[src/rtl/brk_lock_pkg.sv]
package brk_lock_pkg;
  parameter int unsigned NUM_SRC  = 4;
  parameter int unsigned FLAG_BIT = 8;

  typedef enum logic [1:0] {
    SRC_LOCKUP = 2'd0,
    SRC_PARITY = 2'd1,
    SRC_VDET   = 2'd2,
    SRC_ECC    = 2'd3
  } src_e;
endpackage

[src/rtl/brk_lock_bits.sv]
module brk_lock_bits #(
  parameter int unsigned N = 4
) (
  input  logic         clk_i,
  input  logic         rst_ni,
  input  logic [N-1:0] set_i,
  output logic [N-1:0] q_o
);
  for (genvar g = 0; g < N; g++) begin : g_bit
    always_ff @(posedge clk_i or negedge rst_ni) begin
      if (!rst_ni)       q_o[g] <= 1'b0;
      else if (set_i[g]) q_o[g] <= 1'b1;
    end
  end
endmodule

[src/rtl/brk_parity_flag.sv]
module brk_parity_flag (
  input  logic clk_i,
  input  logic rst_ni,
  input  logic set_i,
  input  logic clr_i,
  output logic q_o
);
  // set wins over clear
  always_ff @(posedge clk_i or negedge rst_ni) begin
    if (!rst_ni)    q_o <= 1'b0;
    else if (set_i) q_o <= 1'b1;
    else if (clr_i) q_o <= 1'b0;
  end
endmodule

[src/rtl/brk_combine.sv]
module brk_combine #(
  parameter int unsigned N = 4
) (
  input  logic         clk_i,
  input  logic         rst_ni,
  input  logic [N-1:0] fault_i,
  input  logic [N-1:0] en_i,
  output logic         brk_o
);
  always_ff @(posedge clk_i or negedge rst_ni) begin
    if (!rst_ni) brk_o <= 1'b0;
    else         brk_o <= |(fault_i & en_i);
  end
endmodule

[src/rtl/brk_route_lock.sv]
module brk_route_lock
  import brk_lock_pkg::*;
#(
  parameter int unsigned DATA_W = 32
) (
  input  logic               clk_i,
  input  logic               rst_ni,
  input  logic               wr_i,
  input  logic [DATA_W-1:0]  wdata_i,
  output logic [DATA_W-1:0]  rdata_o,
  input  logic [NUM_SRC-1:0] fault_i,
  input  logic               par_evt_i,
  output logic               brk_o,
  output logic               vd_lock_o
);
  logic [NUM_SRC-1:0] lock_q;
  logic               flag_q;
  logic               unused_wdata;

  assign unused_wdata = ^{wdata_i[DATA_W-1:FLAG_BIT+1], wdata_i[FLAG_BIT-1:NUM_SRC]};

  brk_lock_bits #(.N(NUM_SRC)) u_locks (
    .clk_i  (clk_i),
    .rst_ni (rst_ni),
    .set_i  (wdata_i[NUM_SRC-1:0] & {NUM_SRC{wr_i}}),
    .q_o    (lock_q)
  );

  brk_parity_flag u_flag (
    .clk_i  (clk_i),
    .rst_ni (rst_ni),
    .set_i  (par_evt_i),
    .clr_i  (wr_i & wdata_i[FLAG_BIT]),
    .q_o    (flag_q)
  );

  brk_combine #(.N(NUM_SRC)) u_comb (
    .clk_i   (clk_i),
    .rst_ni  (rst_ni),
    .fault_i (fault_i),
    .en_i    (lock_q),
    .brk_o   (brk_o)
  );

  always_comb begin
    rdata_o                = '0;
    rdata_o[NUM_SRC-1:0]   = lock_q;
    rdata_o[FLAG_BIT]      = flag_q;
  end

  assign vd_lock_o = lock_q[SRC_VDET];
endmodule

[config.mk]
export PLATFORM = sky130hd
export DESIGN_NAME = brk_route_lock
export DESIGN_NICKNAME = d
export VERILOG_FILES = /design/src/rtl/brk_lock_pkg.sv /design/src/rtl/brk_lock_bits.sv /design/src/rtl/brk_parity_flag.sv /design/src/rtl/brk_combine.sv /design/src/rtl/brk_route_lock.sv
export SDC_FILE = /design/constraint.sdc
export NUM_CORES = 1
export LEC_CHECK = 0
export BUFFER_PORTS_ARGS = -buffer_cell sky130_fd_sc_hd__clkbuf_2
export CAP_MARGIN = 40
export CORE_UTILIZATION = 28
export CTS_CLUSTER_SIZE = 28
export DETAILED_ROUTE_END_ITERATION = 16
export PLACE_DENSITY = 0.82
export SLEW_MARGIN = 20
export SYNTH_ARGS = -nofsm -noshare
export SYNTH_HDL_FRONTEND = slang
export SYNTH_SLANG_ARGS = --single-unit
[constraint.sdc]
create_clock -name clk_i -period 1.2 [get_ports clk_i]
set_input_delay 0.18 -clock clk_i [delete_from_list [all_inputs] [get_ports clk_i]]
set_output_delay 0.18 -clock clk_i [all_outputs]
set_load 0.03 [all_outputs]
# Yosys cells after proc, flatten, opt, wreduce, memory -nomap -nowiden
# Index checks and enable logic that the tools add are counted.
[word_totals]
register_bits = 6
inputBits = 40
out_inout_bits = 34
[op_classes]
n_mux = 2
bitwise_logic = 3
reduce_logical = 2
[op_table]
columns = ["operator", "n"]
rows = [
  ["bitwise AND 4 bit", 2],
  ["OR reduction 4 bit", 1],
  ["2-to-1 mux 1 bit", 2],
  ["nonzero test 2 bit", 1],
  ["bitwise AND 1 bit", 1],
]

# Logic depth before layout (Yosys ltp)
# Gate-level depths: netlist of the first run.
[logic_depth]
depth_word = 3
ltp_mapped = 2
ltp_nobuf = 2

# By module
# A second synthesis of the first run with hierarchy kept.
[unflattened]
hier_cells = 50
area_unflattened_um2 = 457.9
[by_module_without_submodules]
columns = ["mod", "instances", "cells_each", "area_each_um2"]
rows = [
  ["brk_route_lock", 1, 35, 252.7],
  ["brk_lock_bits", 1, 8, 125.1],
  ["brk_combine", 1, 4, 43.8],
  ["brk_parity_flag", 1, 3, 36.3],
]

# Worst setup path after synthesis of the first run
# OpenSTA, ideal clock, no wires.
[synth_timing]
path_type = "register -> output"
from = "register u_locks.q_o[2]"
to = "output port rdata_o[2]"
arrival_time_ps = 739
setup_slack_ps = 281
path_stages_with_launch = 2
n_path_buf = 1
path_cell_list = "dfrtp_1 -> buf_4"
[synth_rtl]
columns = ["item", "line_no", "rtl"]
rows = [
  ["start, declared", "brk_lock_bits.sv:7", "output logic [N-1:0] q_o"],
  ["start signal, assigned by index", "brk_lock_bits.sv:11", "if (!rst_ni) q_o[g] <= 1'b0;"],
  ["start signal, assigned by index", "brk_lock_bits.sv:12", "else if (set_i[g]) q_o[g] <= 1'b1;"],
  ["end, declared", "brk_route_lock.sv:10", "output logic [DATA_W-1:0] rdata_o,"],
]
# No word-level cell between the ends.

# Worst setup path after layout of the first run
[layout_timing]
from = "register u_locks.q_o[2]"
to = "output port vd_lock_o"
[layout_rtl]
columns = ["item", "line_no", "rtl"]
rows = [
  ["end, declared", "brk_route_lock.sv:14", "output logic vd_lock_o"],
]
# No word-level cell between the ends.

==> results of run 1 <==
## worst paths after layout
path,cells past startpoint,to,slack [ps],from
worst min register to register,1,u_flag.q_o,480,u_flag.q_o
max in group asynchronous,2,u_locks.q_o[2],740,rst_ni
min in group asynchronous,2,u_comb.brk_o,300,rst_ni
worst max register to register,2,u_comb.brk_o,430,u_locks.q_o[2]
worst max-delay path,1,vd_lock_o,180,u_locks.q_o[2]
worst min-delay path,2,u_flag.q_o,120,par_evt_i
## registers in the layout (all words and copies together), names as in the netlist
name          count
u_flag.q_o        1
u_locks.q_o       4
u_comb.brk_o      1
## per-stage QoR
step / hold slack, ps / setup slack [ps] / util (%) / cell area (sq um) / std cells
6_report: 122 / 177 / 33.5 / 463 / 80
5_1_grt: 127 / 137 / 33.5 / 463 / 80
4_1_cts: 116 / 168 / 33.5 / 463 / 80
3_5_place_dp: 14.8 / 428 / 31.1 / 430 / 76
3_3_place_gp: 8.52 / 435 / 31.1 / 430 / 76
2_1_floorplan: -116 / 281 / - / 534 / 71
## synthesized netlist by cell type (all sizes together)
master	count
buf	29
a21o	5
nand2	2
a22oi	2
conb	1
dfrtp	6
## layer usage
metal  routed length, um  GRT usage [%]  share of wire, %
met1                 224           7.53                34
met2                 349           14.7                53
met3                  84           5.65                13
met4                   0           3.87                 0
met5                   0              0                 0
## cell families after synthesis
family | after synthesis
buf+inv | 29
compound gates | 7
flops | 6
simple gates | 2
other cells | 1
## power groups by stage
stage | logic, uW | clock network (uW) | registers (uW)
2_1_floorplan | 191 | 0 | 212
3_3_place_gp | 149 | 0 | 210
3_5_place_dp | 150 | 0 | 211
4_1_cts | 153 | 187 | 208
5_1_grt | 163 | 197 | 208
6_report | 153 | 177 | 208
## cells in the final DEF (no fill, tap or decap)
cell            n
clkbuf_4        3
dlygate4sd3_1   1
dfrtp_1         6
conb_1         27
a21o_2          4
a21o_1          1
nand2_1         2
a22oi_1         2
clkbuf_2       19
## layout make-up
| cell class | instances | area share [%] |
|---|---|---|
| repair buffers | 20 | 22.7 |
| clock buffers | 3 | 4.86 |
| multi-input cells | 36 | 35.9 |
| well taps | 15 | 4.05 |
| flip-flops and latches | 6 | 32.4 |
## repair_timing
item                                    4_1_cts  5_1_grt
endpoints found under the setup margin        0        0
hold buffers                                  1        0
endpoints found under the hold margin         6        0
==> results.toml, run 1 <==
[status]
outcome = "finished clean"

[cells_and_area]
final_nets = 107
multi_input_area_sq_um = 166
syn_to_final_growth_pct = 6.02
fillers = 153
seq_area_sq_um = 150
drive_gt1_share_pct = 40.0
diodes = 0

[critical_path]
critPathSlowestCell = "dfrtp_1"
worstSetupEndpointType = "primary output"
cp_top_family = "flip-flops"
crit_required_ps = 1020
worstSetupStartpointType = "flip-flop"
cp_max_fo = 4
critPathArrivalTime_ps = 840
worst-path-buf-inv = 1
path_cells = "clkbuf_2"
cpPeakStageDelay_ps = 380
path_class = "reg -> out"

[timing]
rsz0062_at_grt = "no"
tns_ps = 0
setup_viol = 0
fin_crit_ps = 1020
post-route-period-util_pct = 85.3
hold_viol_final = 0
drv_slew = 0
fmax_mhz = 977
skew_ps = 2.41

[detailed_routing]
drc = 0
drt_pass1_iterations = 2
wl_per_cell_um = 8.23
wl_um = 658
ant_nets = 0
detail_route.iter0.violations = 2
viasPerCell = 3.54
vias = 283

[power]
irDropWorstVdd_uv = 292
powerDensity_mw_per_mm2 = 1160
p_clk_share_pct = 32.9
p_total_uw = 538
p_sw_uw = 197
switching_share_pct = 36.7
power_frac_comb_pct = 28.5
p_int_uw = 340
power.static_leakage_uw = 0.000261
seq_power_share_pct = 38.6

[synthesis]
synth_fa_ha_area_share_pct = 0
synth_cell_type_count = 7
synth_top_area_cell = "buf_4"
synth_xor_area_share_pct = 0
ys_seq_area_share_pct = 34.4
synthSimpleGateAreaFrac_pct = 1.72
avgSynthCellArea_sq_um = 9.70
yosys-mux-area-fraction_pct = 0
yosysWarnings = 0
synth_seq_cells = 6
syn-instance-count = 45
synth_compound_area_share_pct = 13.2
syn_area_sq_um = 437
yosys.area.top_type_share_pct = 49.9
synth_top_family_by_area = "buffers and inverters"
synth_area_leaders = "buf_4, dfrtp_1, a21o_2, a22oi_1, a21o_1"

[placed_design]
io_buffer_count = 19
place_congestion = 0.602
dp_hpwl_um = 598

[die]
initial_core_util_pct = 31.6
core_sq_mm = 0.00138
row_count = 13
die_w_um = 41.5
dieArea_sq_mm = 0.00172
io_pins = 74
die_y_um = 41.5

[grt]
grt-ovfl-total = 0
grt_pass1_wl_um = 1050
antenna_found_initial = 0
grt_pass1_vias = 268
grt.total_usage_pct = 8.49
grt_max_degree = 7

[min_path]
hp-class = "in -> reg"

[clock_tree]
h-tree-depth = 1
clockBufferDepth = 2
ctsResizeCount = 0
root_buffer = "clkbuf_4"
cts.sinks = 6
postCtsSetupBuffers = 0
cts_buffers = 3
insertion_delay_ps = 240
cts_tree = "done"
clkTransAtPathRegs_ps = 40

[flow_run]
maxCapViolCount = 0
Power figures use the tool's default switching activity.
==> inputs of run 2 (changes only) <==
--- a/config.mk
+++ b/config.mk
@@ -11,6 +11,7 @@
 export CTS_CLUSTER_SIZE = 28
 export DETAILED_ROUTE_END_ITERATION = 16
 export PLACE_DENSITY = 0.82
+export SETUP_SLACK_MARGIN = 0.5
 export SLEW_MARGIN = 20
 export SYNTH_ARGS = -nofsm -noshare
 export SYNTH_HDL_FRONTEND = slang
==> run 2 against run 1 <==
Sequential share of layout area shrank 7.1 points. Final cell count grew 7.5%. Highest routed layer unchanged. Count of clock-buffer cells in the layout is the same. Register-to-register slack lost 160 ps. Sequential power is essentially flat. Critical path depth is the same.
==> results.toml, run 2 (synthesis results as in run 1) <==
[critical_path]
worstSetupEndpointType = "primary output"
cp_max_fo = 3
critPathSlowestCell = "dfrtp_2"
cpPeakStageDelay_ps = 430
path_cells = "buf_8"
critPathArrivalTime_ps = 810
crit_start = "u_locks.q_o[2]"
reg2reg_slack_ps = 270
crit_required_ps = 1020
worstSetupStartpointType = "flip-flop"
path_class = "reg -> out"
cp_top_family = "flip-flops"
rr_startpoint = "u_locks.q_o[1]"
worst-path-buf-inv = 1

[detailed_routing]
wl_per_cell_um = 8.74
detail_route.iter0.violations = 0
drc = 0
ant_nets = 0
drt_pass1_iterations = 1
viasPerCell = 3.43
vias = 295
wl_um = 752

[die]
row_count = 13
core_sq_mm = 0.00138
dieArea_sq_mm = 0.00172
io_pins = 74
die_w_um = 41.5
die_y_um = 41.5
initial_core_util_pct = 31.6

[clock_tree]
clkTransAtPathRegs_ps = 40
root_buffer = "clkbuf_4"
cts_tree = "done"
insertion_delay_ps = 230
cts_buffers = 3
cts.sinks = 6
h-tree-depth = 1
clockBufferDepth = 2

[status]
outcome = "finished clean"

[timing]
rsz0062_at_grt = "yes"
drv_slew = 0
hold_viol_final = 0
fin_crit_ps = 993
post-route-period-util_pct = 82.7
skew_ps = 3.47
setup_viol = 0
tns_ps = 0
fmax_mhz = 1010
layout_setup_ws_ps = 207

[grt]
grt_pass1_wl_um = 1120
grt.total_usage_pct = 8.77
antenna_found_initial = 0
grt-ovfl-total = 0
grt_max_degree = 7
grt_pass1_vias = 263

[min_path]
hp-class = "in -> reg"
min_from = "par_evt_i"

[cells_and_area]
final_common_cell = "conb_1"
diodes = 0
syn_to_final_growth_pct = 40.1
final_nets = 113
final_cell_mix = "conb_1, clkbuf_2, buf_8, buf_6"
drive_gt1_share_pct = 53.5
regMostFlops = "u_locks.q_o"
final_cell_area_sq_um = 612
reg_top3 = "u_locks.q_o: 4 flops, u_comb.brk_o: 1 flops, u_flag.q_o: 1 flops"
largest_reg_flops = 4

[power]
powerDensity_mw_per_mm2 = 901
power.static_leakage_uw = 0.000321
irDropWorstVdd_uv = 512

[placed_design]
place_area_sq_um = 435
place_congestion = 0.617
dp_slack_ps = 406
io_buffer_count = 19

[flow_run]
maxCapViolCount = 0
==> run 2: cell count changes in the layout (fill, tap and decap cells not counted) <==
cell      before  now
a22oi_1        2    0
a22oi_2        0    2
buf_4          0    1
buf_6          0    5
buf_8          0    7
clkbuf_2      19   12
dfrtp_1        6    2
dfrtp_2        0    4
==> run 2: layout make-up <==
type	count	area (sq um)
tap	15	18.8
timing repair buffer	26	239
fill	134	771
clock buffer	3	22.5
sequential	6	155
multi-input combinational	36	176
==> run 2: worst paths after layout <==
kind,endpoint,cells after the start
setup / recovery,vd_lock_o,1
hold / removal,u_flag.q_o,2
setup reg to reg,u_comb.brk_o,4
hold reg to reg,u_locks.q_o[3],2
max in group asynchronous,u_locks.q_o[3],2
min in group asynchronous,u_flag.q_o,2
==> run 2: routing by layer <==
| layer | GRT usage [%] | vias up | routed length, um |
|---|---|---|---|
| met2 | 17.2 | 17 | 497 |
| met1 | 8.09 | 137 | 208 |
| met5 | 0 | - | 0 |
| met3 | 3.91 | 0 | 46 |
| met4 | 1.94 | 0 | 0 |
| li1 | - | 141 | - |
==> run 2: stage by stage <==
stage          power (uW)  hold WS (ps)  util, %  cells
6_report              551           128     44.3     86
2_1_floorplan         403          -116        -     71
3_3_place_gp          360          12.8     31.5     76
4_1_cts               549           133     42.0     85
3_5_place_dp          361          13.3     31.5     76
5_1_grt               586           127     44.3     86
==> run 2: timing repair <==
item | in CTS | in global routing
endpoints found under the hold margin | 6 | 0
pin swaps | 0 | 1
endpoints found under the setup margin | 10 | 13
setup buffers | 5 | 1
hold buffers | 1 | 0
cloned | 0 | 0
gates resized for setup | 17 | 11
==> run 2: where the power goes <==
| part | switching (uW) | total (uW) | internal [uW] |
|---|---|---|---|
| Combinational | 135 | 168 | 32.8 |
| Sequential | 2.84 | 209 | 206 |
| Clock | 62.3 | 175 | 112 |
